File: config.mk
export PLATFORM = sky130hd
export DESIGN_NAME = cdiv_two_stage
export DESIGN_NICKNAME = d
export VERILOG_FILES = /design/src/rtl/cdiv_pkg.sv /design/src/rtl/cdiv_frac_stage.sv /design/src/rtl/cdiv_fixed_stage.sv /design/src/rtl/cdiv_stage.sv /design/src/rtl/cdiv_two_stage.sv
export SDC_FILE = /design/constraint.sdc
export NUM_CORES = 1
export LEC_CHECK = 0
export BUFFER_PORTS_ARGS = -buffer_cell sky130_fd_sc_hd__buf_2
export CAP_MARGIN = 10
export CORE_ASPECT_RATIO = 1.75
export CORE_UTILIZATION = 45
export CTS_CLUSTER_SIZE = 40
export DETAILED_ROUTE_END_ITERATION = 8
export PLACE_DENSITY = 0.7
export SYNTH_ARGS = -nofsm -noshare
export SYNTH_HDL_FRONTEND = slang
export SYNTH_SLANG_ARGS = --single-unit
File: constraint.sdc
create_clock -name clk -period 4.8 [get_ports clk]
set_clock_uncertainty 0.15 [all_clocks]
set_input_delay 0 -clock clk [delete_from_list [all_inputs] [get_ports clk]]
set_output_delay 0 -clock clk [all_outputs]
set_load 0.01 [all_outputs]
File: src/rtl/cdiv_pkg.sv
package cdiv_pkg;
  localparam int REG_W = 32;
  typedef logic [REG_W-1:0] cdiv_word_t;
endpackage

File: src/rtl/cdiv_frac_stage.sv
module cdiv_frac_stage #(
  parameter int W = 8,
  parameter int F = 3
) (
  input  logic         clk,
  input  logic         rst_n,
  input  logic [W-1:0] field,
  input  logic         bypass,
  input  logic         in_pulse,
  output logic         out_pulse
);
  localparam int AW = W + 2;
  localparam logic [AW-1:0] ONE = AW'(1) << F;

  logic [W-1:0]  held_q;
  logic [AW-1:0] acc_q, acc_d, eff, sum, scaled;
  logic          changed, hit;

  always_comb begin
    scaled  = AW'(field) + ONE;
    changed = (field != held_q);
    eff     = changed ? '0 : acc_q;
    sum     = eff + ONE;
    hit     = in_pulse && (sum >= scaled);
    if (bypass)        acc_d = '0;
    else if (!in_pulse) acc_d = eff;
    else if (hit)      acc_d = sum - scaled;
    else               acc_d = sum;
    out_pulse = bypass ? in_pulse : hit;
  end

  always_ff @(posedge clk or negedge rst_n) begin
    if (!rst_n) begin
      held_q <= '0;
      acc_q  <= '0;
    end else begin
      held_q <= field;
      acc_q  <= acc_d;
    end
  end

  AST_PHASE_BELOW_DIV: assert property (@(posedge clk) disable iff (!rst_n)
    acc_q < (AW'(held_q) + ONE));
  AST_UNITY_PASS: assert property (@(posedge clk) disable iff (!rst_n)
    (!bypass && field == '0 && in_pulse) |-> out_pulse);
  AST_PULSE_NEEDS_INPUT: assert property (@(posedge clk) disable iff (!rst_n)
    out_pulse |-> in_pulse);
  AST_BYPASS_PHASE_ZERO: assert property (@(posedge clk) disable iff (!rst_n)
    $past(bypass) |-> acc_q == '0);
endmodule

File: src/rtl/cdiv_fixed_stage.sv
module cdiv_fixed_stage #(
  parameter int DIV = 3
) (
  input  logic clk,
  input  logic rst_n,
  input  logic bypass,
  input  logic in_pulse,
  output logic out_pulse
);
  localparam int CW = (DIV > 1) ? $clog2(DIV) : 1;
  localparam logic [CW-1:0] LAST = CW'(DIV - 1);

  logic [CW-1:0] cnt_q;
  logic          wrap;

  assign wrap      = in_pulse && (cnt_q == LAST);
  assign out_pulse = bypass ? in_pulse : wrap;

  always_ff @(posedge clk or negedge rst_n) begin
    if (!rst_n)        cnt_q <= '0;
    else if (bypass)   cnt_q <= '0;
    else if (wrap)     cnt_q <= '0;
    else if (in_pulse) cnt_q <= cnt_q + 1'b1;
  end

  AST_FIXED_CNT_RANGE: assert property (@(posedge clk) disable iff (!rst_n)
    cnt_q <= LAST);
endmodule

File: src/rtl/cdiv_stage.sv
module cdiv_stage
  import cdiv_pkg::*;
#(
  parameter int FIXED = 0,
  parameter int LSB   = 8,
  parameter int W     = 8,
  parameter int F     = 3
) (
  input  logic       clk,
  input  logic       rst_n,
  input  cdiv_word_t reg_word,
  input  logic       bypass,
  input  logic       in_pulse,
  output logic       out_pulse
);
  generate
    if (FIXED != 0) begin : g_fixed
      cdiv_fixed_stage #(.DIV(FIXED)) u_fix (
        .clk(clk), .rst_n(rst_n), .bypass(bypass),
        .in_pulse(in_pulse), .out_pulse(out_pulse));
    end else begin : g_frac
      logic [W-1:0] field;
      assign field = reg_word[LSB +: W];
      cdiv_frac_stage #(.W(W), .F(F)) u_frac (
        .clk(clk), .rst_n(rst_n), .field(field), .bypass(bypass),
        .in_pulse(in_pulse), .out_pulse(out_pulse));
    end
  endgenerate
endmodule

File: src/rtl/cdiv_two_stage.sv
module cdiv_two_stage
  import cdiv_pkg::*;
#(
  parameter int PRE_PRESENT = 1,
  parameter int PRE_FIXED   = 0,
  parameter int PRE_LSB     = 4,
  parameter int PRE_W       = 6,
  parameter int PRE_FRAC    = 2,
  parameter int MAIN_FIXED  = 0,
  parameter int MAIN_LSB    = 8,
  parameter int MAIN_W      = 8,
  parameter int MAIN_FRAC   = 3
) (
  input  logic        clk,
  input  logic        rst_n,
  input  logic        in_en,
  input  logic        pre_en,
  input  logic [31:0] pre_reg,
  input  logic [31:0] main_reg,
  output logic        out_en
);
  logic pre_pulse, main_pulse, out_q;

  generate
    if (PRE_PRESENT != 0) begin : g_pre
      cdiv_stage #(.FIXED(PRE_FIXED), .LSB(PRE_LSB), .W(PRE_W), .F(PRE_FRAC)) u_pre (
        .clk(clk), .rst_n(rst_n), .reg_word(pre_reg), .bypass(!pre_en),
        .in_pulse(in_en), .out_pulse(pre_pulse));
    end else begin : g_nopre
      assign pre_pulse = in_en;
    end
  endgenerate

  cdiv_stage #(.FIXED(MAIN_FIXED), .LSB(MAIN_LSB), .W(MAIN_W), .F(MAIN_FRAC)) u_main (
    .clk(clk), .rst_n(rst_n), .reg_word(main_reg), .bypass(1'b0),
    .in_pulse(pre_pulse), .out_pulse(main_pulse));

  always_ff @(posedge clk or negedge rst_n) begin
    if (!rst_n) out_q <= 1'b0;
    else        out_q <= main_pulse;
  end
  assign out_en = out_q;

  AST_OUT_NEEDS_INPUT: assert property (@(posedge clk) disable iff (!rst_n)
    out_en |-> $past(in_en));
  AST_PRE_BYPASS: assert property (@(posedge clk) disable iff (!rst_n)
    !pre_en |-> (pre_pulse == in_en));
  AST_CHAIN_ORDER: assert property (@(posedge clk) disable iff (!rst_n)
    main_pulse |-> pre_pulse);
endmodule

# After elaboration in Yosys (flattened, before gate mapping)
# Cells that the tools add are included.
[word_totals]
in_bits = 68
register_bits = 33
[op_classes]
n_lt_le_gt_ge = 2
addsub = 6
eq_ne = 2
n_mux = 8
reduce_logical = 2
[ops]
columns = ["operator", "count"]
rows = [
  ["8-bit 2-to-1 mux", 4],
  ["10-bit 2-to-1 mux", 3],
  ["10-bit by 4-bit adder with 10-bit output (second input constant)", 1],
  ["10-bit greater-or-equal comparator", 1],
  ["10-bit subtractor", 1],
  ["8-bit by 4-bit adder with 9-bit output (second input constant)", 1],
  ["8-bit by 3-bit adder with 8-bit output (second input constant)", 1],
  ["8-bit greater-or-equal comparator", 1],
  ["8-bit inequality test", 1],
  ["8-bit subtractor", 1],
  ["6-bit by 3-bit adder with 7-bit output (second input constant)", 1],
  ["6-bit inequality test", 1],
  ["1-bit logical AND", 2],
  ["1-bit 2-to-1 mux", 1],
]

# Logic depth before layout (Yosys ltp)
# Gate-level depths: netlist of the first run.
[logic_depth]
ltp_word = 9
mapped_depth = 19

# By module
# Synthesis of the first run repeated with hierarchy kept, for this count alone.
[unflattened]
hier_cells = 301
hier_area_um2 = 2768.9
[modules_own_cells]
columns = ["mod", "cells_each", "area_each_um2", "n_inst"]
rows = [
  ["cdiv_frac_stage at u_main.g_frac.u_frac", 167, 1516.5, 1],
  ["cdiv_frac_stage at g_pre.u_pre.g_frac.u_frac", 131, 1219.9, 1],
  ["cdiv_two_stage", 3, 32.5, 1],
]

# Least setup slack after synthesis of the first run
# No wires, ideal clock.
[synth_path]
kind = "reg2reg"
from = "reg g_pre.u_pre.g_frac.u_frac.held_q[2]"
to = "reg u_main.g_frac.u_frac.acc_q[9]"
required_ns = 4.579
n_path_buf = 2
path_stages_with_launch = 16
slack_ns = 1.369
arrival_ns = 3.210
period_less_slack_ns = 3.431
path_cell_list = "dfrtp_1 xor2_2 nor4_4 and2_1 buf_4 nand2_1 ha_1 fa_1 inv_1 a21oi_1 and4_1 nand3b_1 a41o_1 buf_6 or4_1 nand4_1"
[synth_via]
elab_chain_len = 9
[synth_rtl]
columns = ["element", "line", "source"]
rows = [
  ["start: declaration", "cdiv_frac_stage.sv:15", "logic [W-1:0] held_q;"],
  ["start signal: assignment", "cdiv_frac_stage.sv:37", "held_q <= field;"],
  ["6-bit inequality test (*)", "cdiv_frac_stage.sv:21", "changed = (field != held_q);"],
  ["8-bit 2-to-1 mux (*)", "cdiv_frac_stage.sv:22", "eff = changed ? '0 : acc_q;"],
  ["8-bit by 3-bit adder with 8-bit output (*)", "cdiv_frac_stage.sv:23", "sum = eff + ONE;"],
  ["8-bit greater-or-equal comparator (*)", "cdiv_frac_stage.sv:24", "hit = in_pulse && (sum >= scaled);"],
  ["1-bit logical AND (*)", "cdiv_frac_stage.sv:24", ""],
  ["1-bit 2-to-1 mux (*)", "cdiv_frac_stage.sv:29", "out_pulse = bypass ? in_pulse : hit;"],
  ["1-bit logical AND", "cdiv_frac_stage.sv:24", ""],
  ["10-bit 2-to-1 mux", "cdiv_frac_stage.sv:27", "else if (hit) acc_d = sum - scaled;"],
  ["10-bit 2-to-1 mux (*)", "cdiv_frac_stage.sv:26", "else if (!in_pulse) acc_d = eff;"],
  ["via u_main.g_frac.u_frac.acc_d[9]", "cdiv_frac_stage.sv:16", "logic [AW-1:0] acc_q, acc_d, eff, sum, scaled;"],
  ["end signal: assignment", "cdiv_frac_stage.sv:35", "acc_q <= '0;"],
  ["end signal: assignment", "cdiv_frac_stage.sv:38", "acc_q <= acc_d;"],
  ["end: declaration", "cdiv_frac_stage.sv:16", ""],
]
# The timed path passes the listed nets; every way through them passes the cells marked *.

# Worst setup path after layout of the first run
[layout_path]
from = "in pre_reg[6]"
to = "reg u_main.g_frac.u_frac.acc_q[1]"
[layout_via]
elab_chain_len = 9
word_cells_on_any_way = 10
classes_between = "2 x add/sub; 1 x order compare; 1 x eq/ne; 4 x mux; 2 x reduce/logical"
[layout_rtl]
columns = ["element", "line", "source"]
rows = [
  ["start: declaration", "cdiv_two_stage.sv:18", "input logic [31:0] pre_reg,"],
  ["6-bit inequality test", "cdiv_frac_stage.sv:21", ""],
  ["8-bit 2-to-1 mux", "cdiv_frac_stage.sv:22", ""],
  ["8-bit by 3-bit adder with 8-bit output", "cdiv_frac_stage.sv:23", ""],
  ["8-bit greater-or-equal comparator (*)", "cdiv_frac_stage.sv:24", ""],
  ["1-bit logical AND (*)", "cdiv_frac_stage.sv:24", ""],
  ["1-bit 2-to-1 mux (*)", "cdiv_frac_stage.sv:29", ""],
  ["1-bit logical AND", "cdiv_frac_stage.sv:24", ""],
  ["10-bit 2-to-1 mux", "cdiv_frac_stage.sv:27", ""],
  ["10-bit 2-to-1 mux (*)", "cdiv_frac_stage.sv:26", ""],
  ["via u_main.g_frac.u_frac.acc_d[1]", "cdiv_frac_stage.sv:16", ""],
]
# Marks and branches as above.

==> impl_metrics.csv, run 1 <==
group,metric,value,unit
status,status,"completed",
hold_path,hold_class,"primary input to async pin",
route,drc_errors,0,
yosys,ys.flop_type,"dfrtp_1",
clock_tree,numCtsBuffers,5,
power,vdd_ir_drop_max,150,uV
floorplanning,core_area,0.00559,mm2
route,postRouteAntennaNets,0,
route,first_iter_violations,128,
yosys,syn_nets,390,
layout,utilization,0.545,
floorplanning,dieArea,0.00615,mm2
floorplanning,ios,69,
yosys,synth_seq_area_share,0.315,
route,drtPass1Iterations,4,
floorplanning,placementRows,36,
sta,fmax,237,MHz
yosys,synthArstFlopShare,1.00,
setup_path,rrSetupSlack,0.67,ns
setup_path,slowest_delay,0.58,ns
floorplanning,fp.dieW,59.7,um
yosys,synth_top_area_frac,0.315,
clock_tree,cts_resized,0,
grt,grt_first_pass_wirelength,9.64,mm
layout,drive_above_1_share,0.104,
power,p_per_area,230,mW/mm2
clock_tree,cts.path.max_buffers,2,
clock_tree,cts_setup_buffers,0,
clock_tree,clk_latency,0.29,ns
route,routedWlPerCell,14.1,um
yosys,synth-edff-count,0,
yosys,synth.avg_cell_area,8.68,um2
yosys,synth_top_area_cell,"dfrtp_1",
setup_path,worst_setup_path_end_kind,"flip-flop",
layout,fin_nets,423,
sta,tightest_slew,0.732,ns
placed_design,routabilityCongestion,0.864,
sta,hold_violations,0,
clock_tree,htreeDepth,2,
setup_path,crit_chain,"dlygate4sd3_1 -> buf_2 -> xor2_2 -> nor4_4 -> and3_1 -> ha_1 -> nand3_1 -> xor2_1 -> nor2_1 -> ha_1 -> and3_1 -> nand4_1 -> nor2_1 -> mux2i_1 -> a41o_1 -> nand2b_1 -> mux2i_1",
setup_path,cp.depth,17,
yosys,ys_ff_latch,33,
setup_path,crit_buf_inv,2,
clock_tree,path_clk_slew,0.07,ns
power,total_power,701,uW
sta,setup_viol,0,
grt,grt_max_degree,34,
sta,period_share,0.878,
setup_path,endpoint,"u_main.g_frac.u_frac.acc_q[1]",
sta,slew_headroom,0.512,
route,viasPerCell,5.54,
sta,rsz0062_at_grt,"no",
yosys,synth-warning-count,0,
grt,grt_use_total,0.208,
yosys,syn_inst,302,
setup_path,required,4.86,ns
setup_path,rr_startpoint,"g_pre.u_pre.g_frac.u_frac.held_q[2]",
yosys,synthDistinctLibCells,49,
layout,area_delta_synth_final,16.0,%
layout,diodes,0,
yosys,syn_area,0.00262,mm2
setup_path,crit_path_top_delay_cell,"a41o_1",
setup_path,arrival,4.27,ns
setup_path,startpoint,"pre_reg[6]",
setup_path,timing.rr.end,"u_main.g_frac.u_frac.acc_q[1]",
route,vias,2281,
yosys,synth_area_leaders,"dfrtp_1 31%, ha_1 8.6%, xor2_1 6.7%, xnor2_1 6.3%, a21oi_1 4.2%",
placed_design,dp_hpwl,4.50,mm
run,cap_violations,0,
grt,first_global_vias,2263,
clock_tree,cts.sinks,33,
sta,setup_tns,0,ns
clock_tree,cts_tree,"yes",
grt,grt_overflow,0,
setup_path,start_kind,"primary input",
setup_path,path_max_fanout,18,
grt,antenna_found_initial,0,
setup_path,critPathTopFamily,"simple AND/OR/NAND/NOR gates",
power,p_leak,1.38,nW
clock_tree,cts_hold_buf,17,
sta,final_max_slew_viol_count,0,
route,routed_wl,5.82,mm
placed_design,io_buffers,18,
sta,post-route-min-period,4.22,ns
clock_tree,root_buffer,"clkbuf_8",
floorplanning,start_util,0.470,
setup_path,rr_worst_depth,15,
floorplanning,dieHeight,103,um
setup_path,path_class,"primary input to flip-flop",
==> cell usage after synthesis, types with 3 or more instances <==
cell type,n
a211oi_1,3
a21o_1,4
a21oi_1,22
a31oi_1,4
and2_1,3
and3_1,8
and4_1,5
clkbuf_1,5
dfrtp_1,33
ha_1,18
inv_1,19
mux2i_1,4
nand2_1,26
nand2b_1,6
nand3_1,11
nand4_1,7
nor2_1,24
nor2b_1,3
nor3_1,4
nor3b_1,3
nor4_1,4
o21ai_0,13
o22ai_1,3
xnor2_1,19
xor2_1,20
==> worst min-delay path by stage <==
stage                      startpoint  depth (start not counted)                            endpoint
after global routing      main_reg[8]                          2      u_main.g_frac.u_frac.held_q[0]
after global placement          rst_n                          1      u_main.g_frac.u_frac.held_q[0]
after floorplan                 rst_n                          0  g_pre.u_pre.g_frac.u_frac.acc_q[0]
after detailed placement        rst_n                          1      u_main.g_frac.u_frac.held_q[3]
final                           rst_n                          2                              out_en
after CTS                       rst_n                          2      u_main.g_frac.u_frac.held_q[0]
==> stage by stage <==
step	area (um2)	hold WS (ns)	setup slack, ns	std cells
after CTS	3040	0.177	0.551	412
final	3040	0.191	0.584	412
after detailed placement	2760	-0.0477	0.686	387
after global routing	3040	0.242	0.346	412
after floorplan	2620	-0.446	1.37	302
after global placement	2760	-0.0518	0.780	387
==> cell usage in the layout, fill, tap and decap left out, drive strengths merged, types with 3 or more instances in the layout <==
cell type    count
and4             5
dfrtp           33
nor3b            3
o22ai            3
o21ai           13
nor2            24
a31oi            4
xnor2           19
mux2i            4
nand2b           6
nand3           11
ha              18
buf             19
and2             3
and3             9
nor3             4
nor2b            3
nor4             5
nand2           26
a21oi           22
clkbuf           7
a21o             4
a211oi           3
xor2            21
dlygate4sd3     17
nand4            7
inv             19
==> worst register-to-register path, stage by stage, from the launching register on <==
cell and delay, ns:
dfrtp_1 0.39, xor2_2 0.17, nor4_4 0.39, and3_1 0.24
ha_1 0.24, nand3_1 0.11, xor2_1 0.15, nor2_1 0.14
ha_1 0.28, and3_1 0.22, nand4_1 0.12, nor2_1 0.05
mux2i_1 0.24, a41o_1 0.58, nand2b_1 0.36, mux2i_1 0.22
==> kinds of logic after synthesis <==
kind of cell	count (synthesis)	share of synthesized area
compound gates	63	0.149
xor+xnor	40	0.136
fa+ha+maj	20	0.101
buf+inv	29	0.0496
flops	33	0.315
mux	6	0.0239
simple gates	111	0.225
==> routing by layer <==
metal	vias up	GRT usage	wire length, um
met5	-	0	0
met1	1076	0.195	2200
li1	1135	-	-
met4	0	0.102	189
met3	16	0.0251	144
met2	54	0.418	3290
==> layout make-up <==
| cell class | count | area, um2 |
|---|---|---|
| timing repair buffer | 36 | 268 |
| clock buffer | 7 | 86.3 |
| sequential | 33 | 826 |
| fill | 555 | 2540 |
| inverter | 19 | 71.3 |
| clock inverter | 1 | 30.0 |
| multi-input combinational | 240 | 1670 |
| tap | 76 | 95.1 |
==> sequential cells by signal, indices dropped and copies added, names as in the netlist <==
name,cells
u_main.g_frac.u_frac.held_q,8
u_main.g_frac.u_frac.acc_q,10
g_pre.u_pre.g_frac.u_frac.acc_q,8
g_pre.u_pre.g_frac.u_frac.held_q,6
out_en,1
==> where the power goes <==
group / switching [mW] / internal, mW / leakage [nW]
Sequential: 0.00718 / 0.288 / 0.425
Clock: 0.104 / 0.169 / 0.0585
Combinational: 0.0747 / 0.0586 / 0.899
Total: 0.186 / 0.515 / 1.38
Power figures use the tool's default switching activity.
==> inputs of run 2 (changes only) <==
--- a/config.mk
+++ b/config.mk
@@ -9,6 +9,7 @@
 export CAP_MARGIN = 10
 export CORE_ASPECT_RATIO = 1.75
 export CORE_UTILIZATION = 45
+export CTS_BUF_LIST = sky130_fd_sc_hd__clkbuf_16
 export CTS_CLUSTER_SIZE = 40
 export DETAILED_ROUTE_END_ITERATION = 8
 export PLACE_DENSITY = 0.7
==> run 2 against run 1 <==
Net effect:
- combinational power is essentially flat
- die area is the same
- cell area grew 1.5%
- first-iteration DRC count shrank 15%
- hold slack gained 0.0097 ns
- setup slack lost 0.020 ns
- sequential power is essentially flat
- total power grew 12%
- core utilization grew 0.83 points
- critical path type unchanged
- largest power group is now clock
- highest routed layer unchanged
==> impl_metrics.csv, run 2 (synthesis results as in run 1) <==
group,metric,value,unit
status,status,"completed",
layout,diodes,0,
sta,hold_violations,0,
route,routed_wl,5.84,mm
setup_path,crit_buf_inv,2,
sta,period_share,0.882,
grt,grt_first_pass_wirelength,9.65,mm
clock_tree,numCtsBuffers,5,
floorplanning,ios,69,
floorplanning,dieHeight,103,um
hold_path,hold_class,"primary input to async pin",
setup_path,start_kind,"primary input",
clock_tree,cts.path.max_buffers,2,
route,drtPass1Iterations,4,
setup_path,rrSetupSlack,0.67,ns
floorplanning,placementRows,36,
clock_tree,root_buffer,"clkbuf_16",
setup_path,timing.rr.end,"u_main.g_frac.u_frac.acc_q[1]",
placed_design,place_area,0.00276,mm2
floorplanning,core_area,0.00559,mm2
route,drc_errors,0,
setup_path,critPathTopFamily,"simple AND/OR/NAND/NOR gates",
sta,setup_tns,0,ns
route,postRouteAntennaNets,0,
clock_tree,path_clk_slew,0.05,ns
placed_design,io_buffers,18,
grt,grt_use_total,0.210,
setup_path,arrival,4.28,ns
sta,slew_headroom,0.517,
sta,final_max_slew_viol_count,0,
route,vias,2266,
grt,first_global_vias,2269,
layout,drive_above_1_share,0.101,
grt,grt_overflow,0,
floorplanning,start_util,0.470,
layout,fin_nets,423,
setup_path,path_max_fanout,18,
power,p_leak,1.41,nW
route,first_iter_violations,109,
layout,finalInstanceArea,0.00309,mm2
sta,tightest_slew,0.725,ns
sta,rsz0062_at_grt,"no",
setup_path,slowest_delay,0.58,ns
floorplanning,fp.dieW,59.7,um
setup_path,crit_path_top_delay_cell,"a41o_1",
setup_path,rr_startpoint,"g_pre.u_pre.g_frac.u_frac.held_q[2]",
sta,timing.hold.ws,0.201,ns
placed_design,routabilityCongestion,0.864,
sta,setup_slack,0.565,ns
clock_tree,cts_resized,0,
route,routedWlPerCell,14.2,um
layout,n_fill_cell,544,
setup_path,crit_chain,"dlygate4sd3_1 -> buf_2 -> xor2_2 -> nor4_4 -> and3_1 -> ha_1 -> nand3_1 -> xor2_1 -> nor2_1 -> ha_1 -> and3_1 -> nand4_1 -> nor2_1 -> mux2i_1 -> a41o_1 -> nand2b_1 -> mux2i_1",
setup_path,required,4.85,ns
layout,top_regs,"u_main.g_frac.u_frac.acc_q: 10 flops, g_pre.u_pre.g_frac.u_frac.acc_q: 8 flops, u_main.g_frac.u_frac.held_q: 8 flops",
sta,post-route-min-period,4.24,ns
setup_path,startpoint,"pre_reg[6]",
layout,largest_reg_flops,10,
floorplanning,dieArea,0.00615,mm2
layout,final_common_cell,"dfrtp_1",
setup_path,rr_worst_depth,15,
layout,top_register,"u_main.g_frac.u_frac.acc_q",
setup_path,worst_setup_path_end_kind,"flip-flop",
placed_design,dp_hpwl,4.50,mm
power,vdd_ir_drop_max,188,uV
clock_tree,cts.sinks,33,
layout,utilization,0.553,
sta,setup_viol,0,
layout,final_cell_mix,"33 x dfrtp_1, 26 x nand2_1, 24 x nor2_1",
run,cap_violations,0,
clock_tree,cts_tree,"yes",
sta,fmax,236,MHz
placed_design,place_ws,0.686,ns
setup_path,path_class,"primary input to flip-flop",
setup_path,cp.depth,17,
grt,antenna_found_initial,0,
layout,area_delta_synth_final,17.8,%
clock_tree,clk_latency,0.28,ns
grt,grt_max_degree,34,
route,viasPerCell,5.50,
clock_tree,htreeDepth,2,
power,p_per_area,253,mW/mm2
run 2: cell types whose count changed in the layout (fill, tap and decap cells not counted), sizes merged:
cell	change
clkbuf	-2
clkinv	+1
inv	+1
run 2: final cells by class:
| cell class | count | area [um2] | area share |
|---|---|---|---|
| inverter | 19 | 71.3 | 0.0231 |
| clock inverter | 3 | 37.5 | 0.0122 |
| sequential | 33 | 826 | 0.267 |
| tap | 76 | 95.1 | 0.0308 |
| clock buffer | 5 | 125 | 0.0405 |
| multi-input combinational | 240 | 1670 | 0.539 |
| timing repair buffer | 36 | 268 | 0.0867 |
run 2: power breakdown:
group,switching (mW),internal (mW),total [mW]
Sequential,0.00725,0.288,0.295
Clock,0.113,0.241,0.354
Combinational,0.0747,0.0586,0.133
run 2: worst max-delay path by stage:
stage                                          endpoint
after floorplan           u_main.g_frac.u_frac.acc_q[9]
after global placement    u_main.g_frac.u_frac.acc_q[0]
after detailed placement  u_main.g_frac.u_frac.acc_q[1]
after CTS                 u_main.g_frac.u_frac.acc_q[1]
after global routing      u_main.g_frac.u_frac.acc_q[0]
final                     u_main.g_frac.u_frac.acc_q[1]
run 2: per-stage QoR:
stage,total power [mW],std cells
after global routing,0.817,412
after CTS,0.790,412
after detailed placement,0.423,387
after global placement,0.420,387
after floorplan,0.386,302
final,0.782,412
run 2: layer usage:
metal,vias up,share of wire,global-route usage
met5,-,0,0
met4,0,0.038,0.122
met3,18,0.027,0.0251
met2,54,0.56,0.414
met1,1061,0.37,0.196
li1,1133,-,-
run 2: what timing repair did:
item                                   4_1_cts  5_1_grt
hold buffers                                17        0
setup buffers                                0        0
endpoints found under the hold margin       55        0
run 2: worst reg2reg max path, stage by stage (launching register included):
cell and delay, ns:
dfrtp_1 0.39, xor2_2 0.17, nor4_4 0.39, and3_1 0.24
ha_1 0.24, nand3_1 0.11, xor2_1 0.15, nor2_1 0.14
ha_1 0.28, and3_1 0.22, nand4_1 0.12, nor2_1 0.05
mux2i_1 0.24, a41o_1 0.58, nand2b_1 0.35, mux2i_1 0.22
==> inputs of run 3 (changes only) <==
--- a/config.mk
+++ b/config.mk
@@ -12,7 +12,9 @@
 export CTS_BUF_LIST = sky130_fd_sc_hd__clkbuf_16
 export CTS_CLUSTER_SIZE = 40
 export DETAILED_ROUTE_END_ITERATION = 8
-export PLACE_DENSITY = 0.7
+export PLACE_DENSITY = 0.69
+export SETUP_SLACK_MARGIN = 0.05
 export SYNTH_ARGS = -nofsm -noshare
 export SYNTH_HDL_FRONTEND = slang
+export SYNTH_HIERARCHICAL = 1
 export SYNTH_SLANG_ARGS = --single-unit
==> run 3 against run 2 <==
Net effect:
- wire length rose by 14%
- sequential power is essentially flat
- clock power down 16%
- critical path depth is 2 lower
- global-route usage is 1.9 points higher
- fmax fell by 2.5%
- die area is 5.4% higher
- critical path type unchanged
- critical endpoint is now u_main/g_frac.u_frac/acc_q[4]
- largest cell class unchanged
==> impl_metrics.csv, run 3 <==
group,metric,value,unit
route,postRouteAntennaNets,0,
layout,final_cell_mix,"33 x dfrtp_1, 21 x nand3_1, 20 x a21oi_1",
route,first_iter_violations,127,
hold_path,hold_class,"primary input to async pin",
setup_path,start_kind,"primary input",
clock_tree,cts_setup_buffers,0,
clock_tree,root_buffer,"clkbuf_16",
setup_path,rr_worst_depth,13,
grt,antenna_found_initial,0,
clock_tree,path_clk_slew,0.05,ns
floorplanning,start_util,0.467,
setup_path,crit_path_top_delay_cell,"o221ai_2",
setup_path,arrival,4.35,ns
sta,final_max_slew_viol_count,0,
route,viasPerCell,5.68,
floorplanning,dieHeight,106,um
sta,slew_headroom,0.497,
clock_tree,cts_tree,"yes",
sta,period_share,0.905,
route,routedWlPerCell,15.8,um
yosys,synth_top_area_frac,0.298,
yosys,synth_seq_area_share,0.298,
floorplanning,ios,69,
route,vias,2398,
yosys,synth_common_cells,"33 x dfrtp_1, 21 x nand3_1, 20 x a21oi_1",
grt,grt_first_pass_wirelength,11.0,mm
placed_design,dp_hpwl,5.07,mm
layout,stdcell_count,422,
setup_path,slowest_delay,0.55,ns
sta,setup_tns,0,ns
sta,setup_viol,0,
power,vdd_ir_drop_max,212,uV
clock_tree,numCtsBuffers,5,
placed_design,place_inst,397,
yosys,syn_area,0.00277,mm2
yosys,synthDistinctLibCells,67,
setup_path,worst_setup_path_end_kind,"flip-flop",
setup_path,required,4.80,ns
sta,post-route-min-period,4.35,ns
layout,final_common_cell,"dfrtp_1",
yosys,yosysMostFrequentCell,"dfrtp_1",
grt,grt_use_total,0.229,
setup_path,rrSetupSlack,0.49,ns
yosys,synthArstFlopShare,1.00,
grt,grt_max_degree,34,
floorplanning,fp.dieW,61.3,um
layout,largest_reg_flops,10,
yosys,synth-edff-count,0,
setup_path,path_class,"primary input to flip-flop",
yosys,synth-warning-count,6,
yosys,synth_top_area_cell,"dfrtp_1",
route,drc_errors,0,
clock_tree,cts.path.max_buffers,2,
setup_path,crit_chain,"dlygate4sd3_1 -> buf_2 -> xor2_1 -> nor4_4 -> and2_1 -> nand2_1 -> ha_1 -> fa_1 -> nor2b_1 -> nor3_1 -> a31oi_2 -> a41oi_2 -> o221ai_2 -> mux2i_1 -> o2bb2ai_1",
layout,fin_nets,432,
layout,diodes,0,
route,routed_wl,6.66,mm
sta,fmax,230,MHz
layout,drive_above_1_share,0.145,
sta,rsz0062_at_grt,"no",
setup_path,rr_startpoint,"u_main/g_frac.u_frac/held_q[5]",
clock_tree,cts.sinks,33,
status,status,"completed",
sta,tightest_slew,0.754,ns
placed_design,io_buffers,18,
yosys,ys_ff_latch,33,
run,cap_violations,0,
setup_path,path_max_fanout,9,
yosys,ys.flop_type,"dfrtp_1",
power,p_per_area,232,mW/mm2
layout,top_regs,"u_main/g_frac.u_frac/acc_q: 10 flops, g_pre.u_pre/g_frac.u_frac/acc_q: 8 flops, u_main/g_frac.u_frac/held_q: 8 flops",
setup_path,startpoint,"main_reg[13]",
layout,top_register,"u_main/g_frac.u_frac/acc_q",
grt,first_global_vias,2483,
layout,n_fill_cell,579,
yosys,synth.avg_cell_area,9.20,um2
yosys,syn_inst,301,
placed_design,routabilityCongestion,0.847,
yosys,synth_area_leaders,"dfrtp_1 30%, ha_1 8.6%, xor2_1 5.4%, xnor2_1 4.7%, nand3_1 3.8%",
floorplanning,dieArea,0.00648,mm2
clock_tree,htreeDepth,2,
floorplanning,core_area,0.00593,mm2
setup_path,timing.rr.end,"u_main/g_frac.u_frac/acc_q[4]",
sta,hold_violations,0,
clock_tree,clk_latency,0.27,ns
grt,grt_overflow,0,
power,p_leak,1.41,nW
route,drtPass1Iterations,4,
layout,area_delta_synth_final,17.7,%
floorplanning,placementRows,37,
run 3: cell count changes in the layout (fill, tap and decap cells not counted), sizes merged, moves of 4 or more:
cell and change:
nand2 -13, xnor2 -4, nor3 +6, and4 -4, nor2 -5, o21a +7, nand3 +11, xor2 -4
run 3: per-stage QoR:
step	hold slack, ns	total power [mW]	setup WS (ns)	instance area, um2	util
after floorplan	-0.446	0.405	0.832	2780	-
after global placement	-0.0487	0.447	0.606	2950	0.498
after detailed placement	-0.0403	0.450	0.561	2950	0.498
after CTS	0.210	0.764	0.508	3260	0.550
after global routing	0.269	0.792	0.255	3260	0.550
final	0.180	0.757	0.455	3260	0.550
run 3: final cells by class:
type	count	area (um2)	share of cell area
Multi-Input combinational cell	245	1840	0.563
Sequential cell	33	826	0.253
Timing Repair Buffer	39	290	0.0891
Clock buffer	5	125	0.0384
Tap cell	78	97.6	0.0300
Inverter	19	71.3	0.0219
Clock inverter	3	12.5	0.00384
run 3: report_power, final:
group	internal [mW]	total, mW	switching (mW)
Sequential	0.290	0.297	0.00726
Combinational	0.0691	0.161	0.0917
Clock	0.187	0.299	0.112
run 3: metal layers:
metal  global-route usage  up-vias  share of wire
li1                     -     1186              -
met1                0.210     1157           0.36
met5                    0        -              0
met3               0.0294       20          0.017
met4                0.122        0          0.037
met2                0.444       35           0.59
run 3: cell families (layout without fill, tap and decap cells):
family,Yosys count,in the layout,share of synthesized area
other,1,3,0.00135
flip-flops,33,33,0.298
AO/OA/AOI/OAI,78,78,0.215
AND/OR/NAND/NOR,105,105,0.220
XOR/XNOR,32,32,0.101
multiplexers,6,6,0.0221
adder cells (fa/ha/maj),21,21,0.100
buffers and inverters,25,66,0.0416
run 3: how the worst max path moves through the flow:
stage / endpoint / slack (ns) / depth (start not counted)
floorplan: u_main/g_frac.u_frac/acc_q[1] / 0.83 / 19
CTS: u_main/g_frac.u_frac/acc_q[9] / 0.51 / 15
global placement: u_main/g_frac.u_frac/acc_q[3] / 0.61 / 13
global route: u_main/g_frac.u_frac/acc_q[9] / 0.26 / 15
finish: u_main/g_frac.u_frac/acc_q[4] / 0.45 / 15
detailed placement: u_main/g_frac.u_frac/acc_q[9] / 0.56 / 13
run 3: timing repair:
item,in CTS,in global routing
hold buffers,17,0
hold endpoints to repair,52,0
resized for setup,0,0
run 3: worst max-delay path, delay by kind of cell:
kind | cells | cell delay, ns
AO/OA/AOI/OAI | 4 | 1.11
buffers and inverters | 2 | 0.70
adder cells (fa/ha/maj) | 2 | 0.64
XOR/XNOR | 1 | 0.18
AND/OR/NAND/NOR | 5 | 1.33
multiplexers | 1 | 0.36
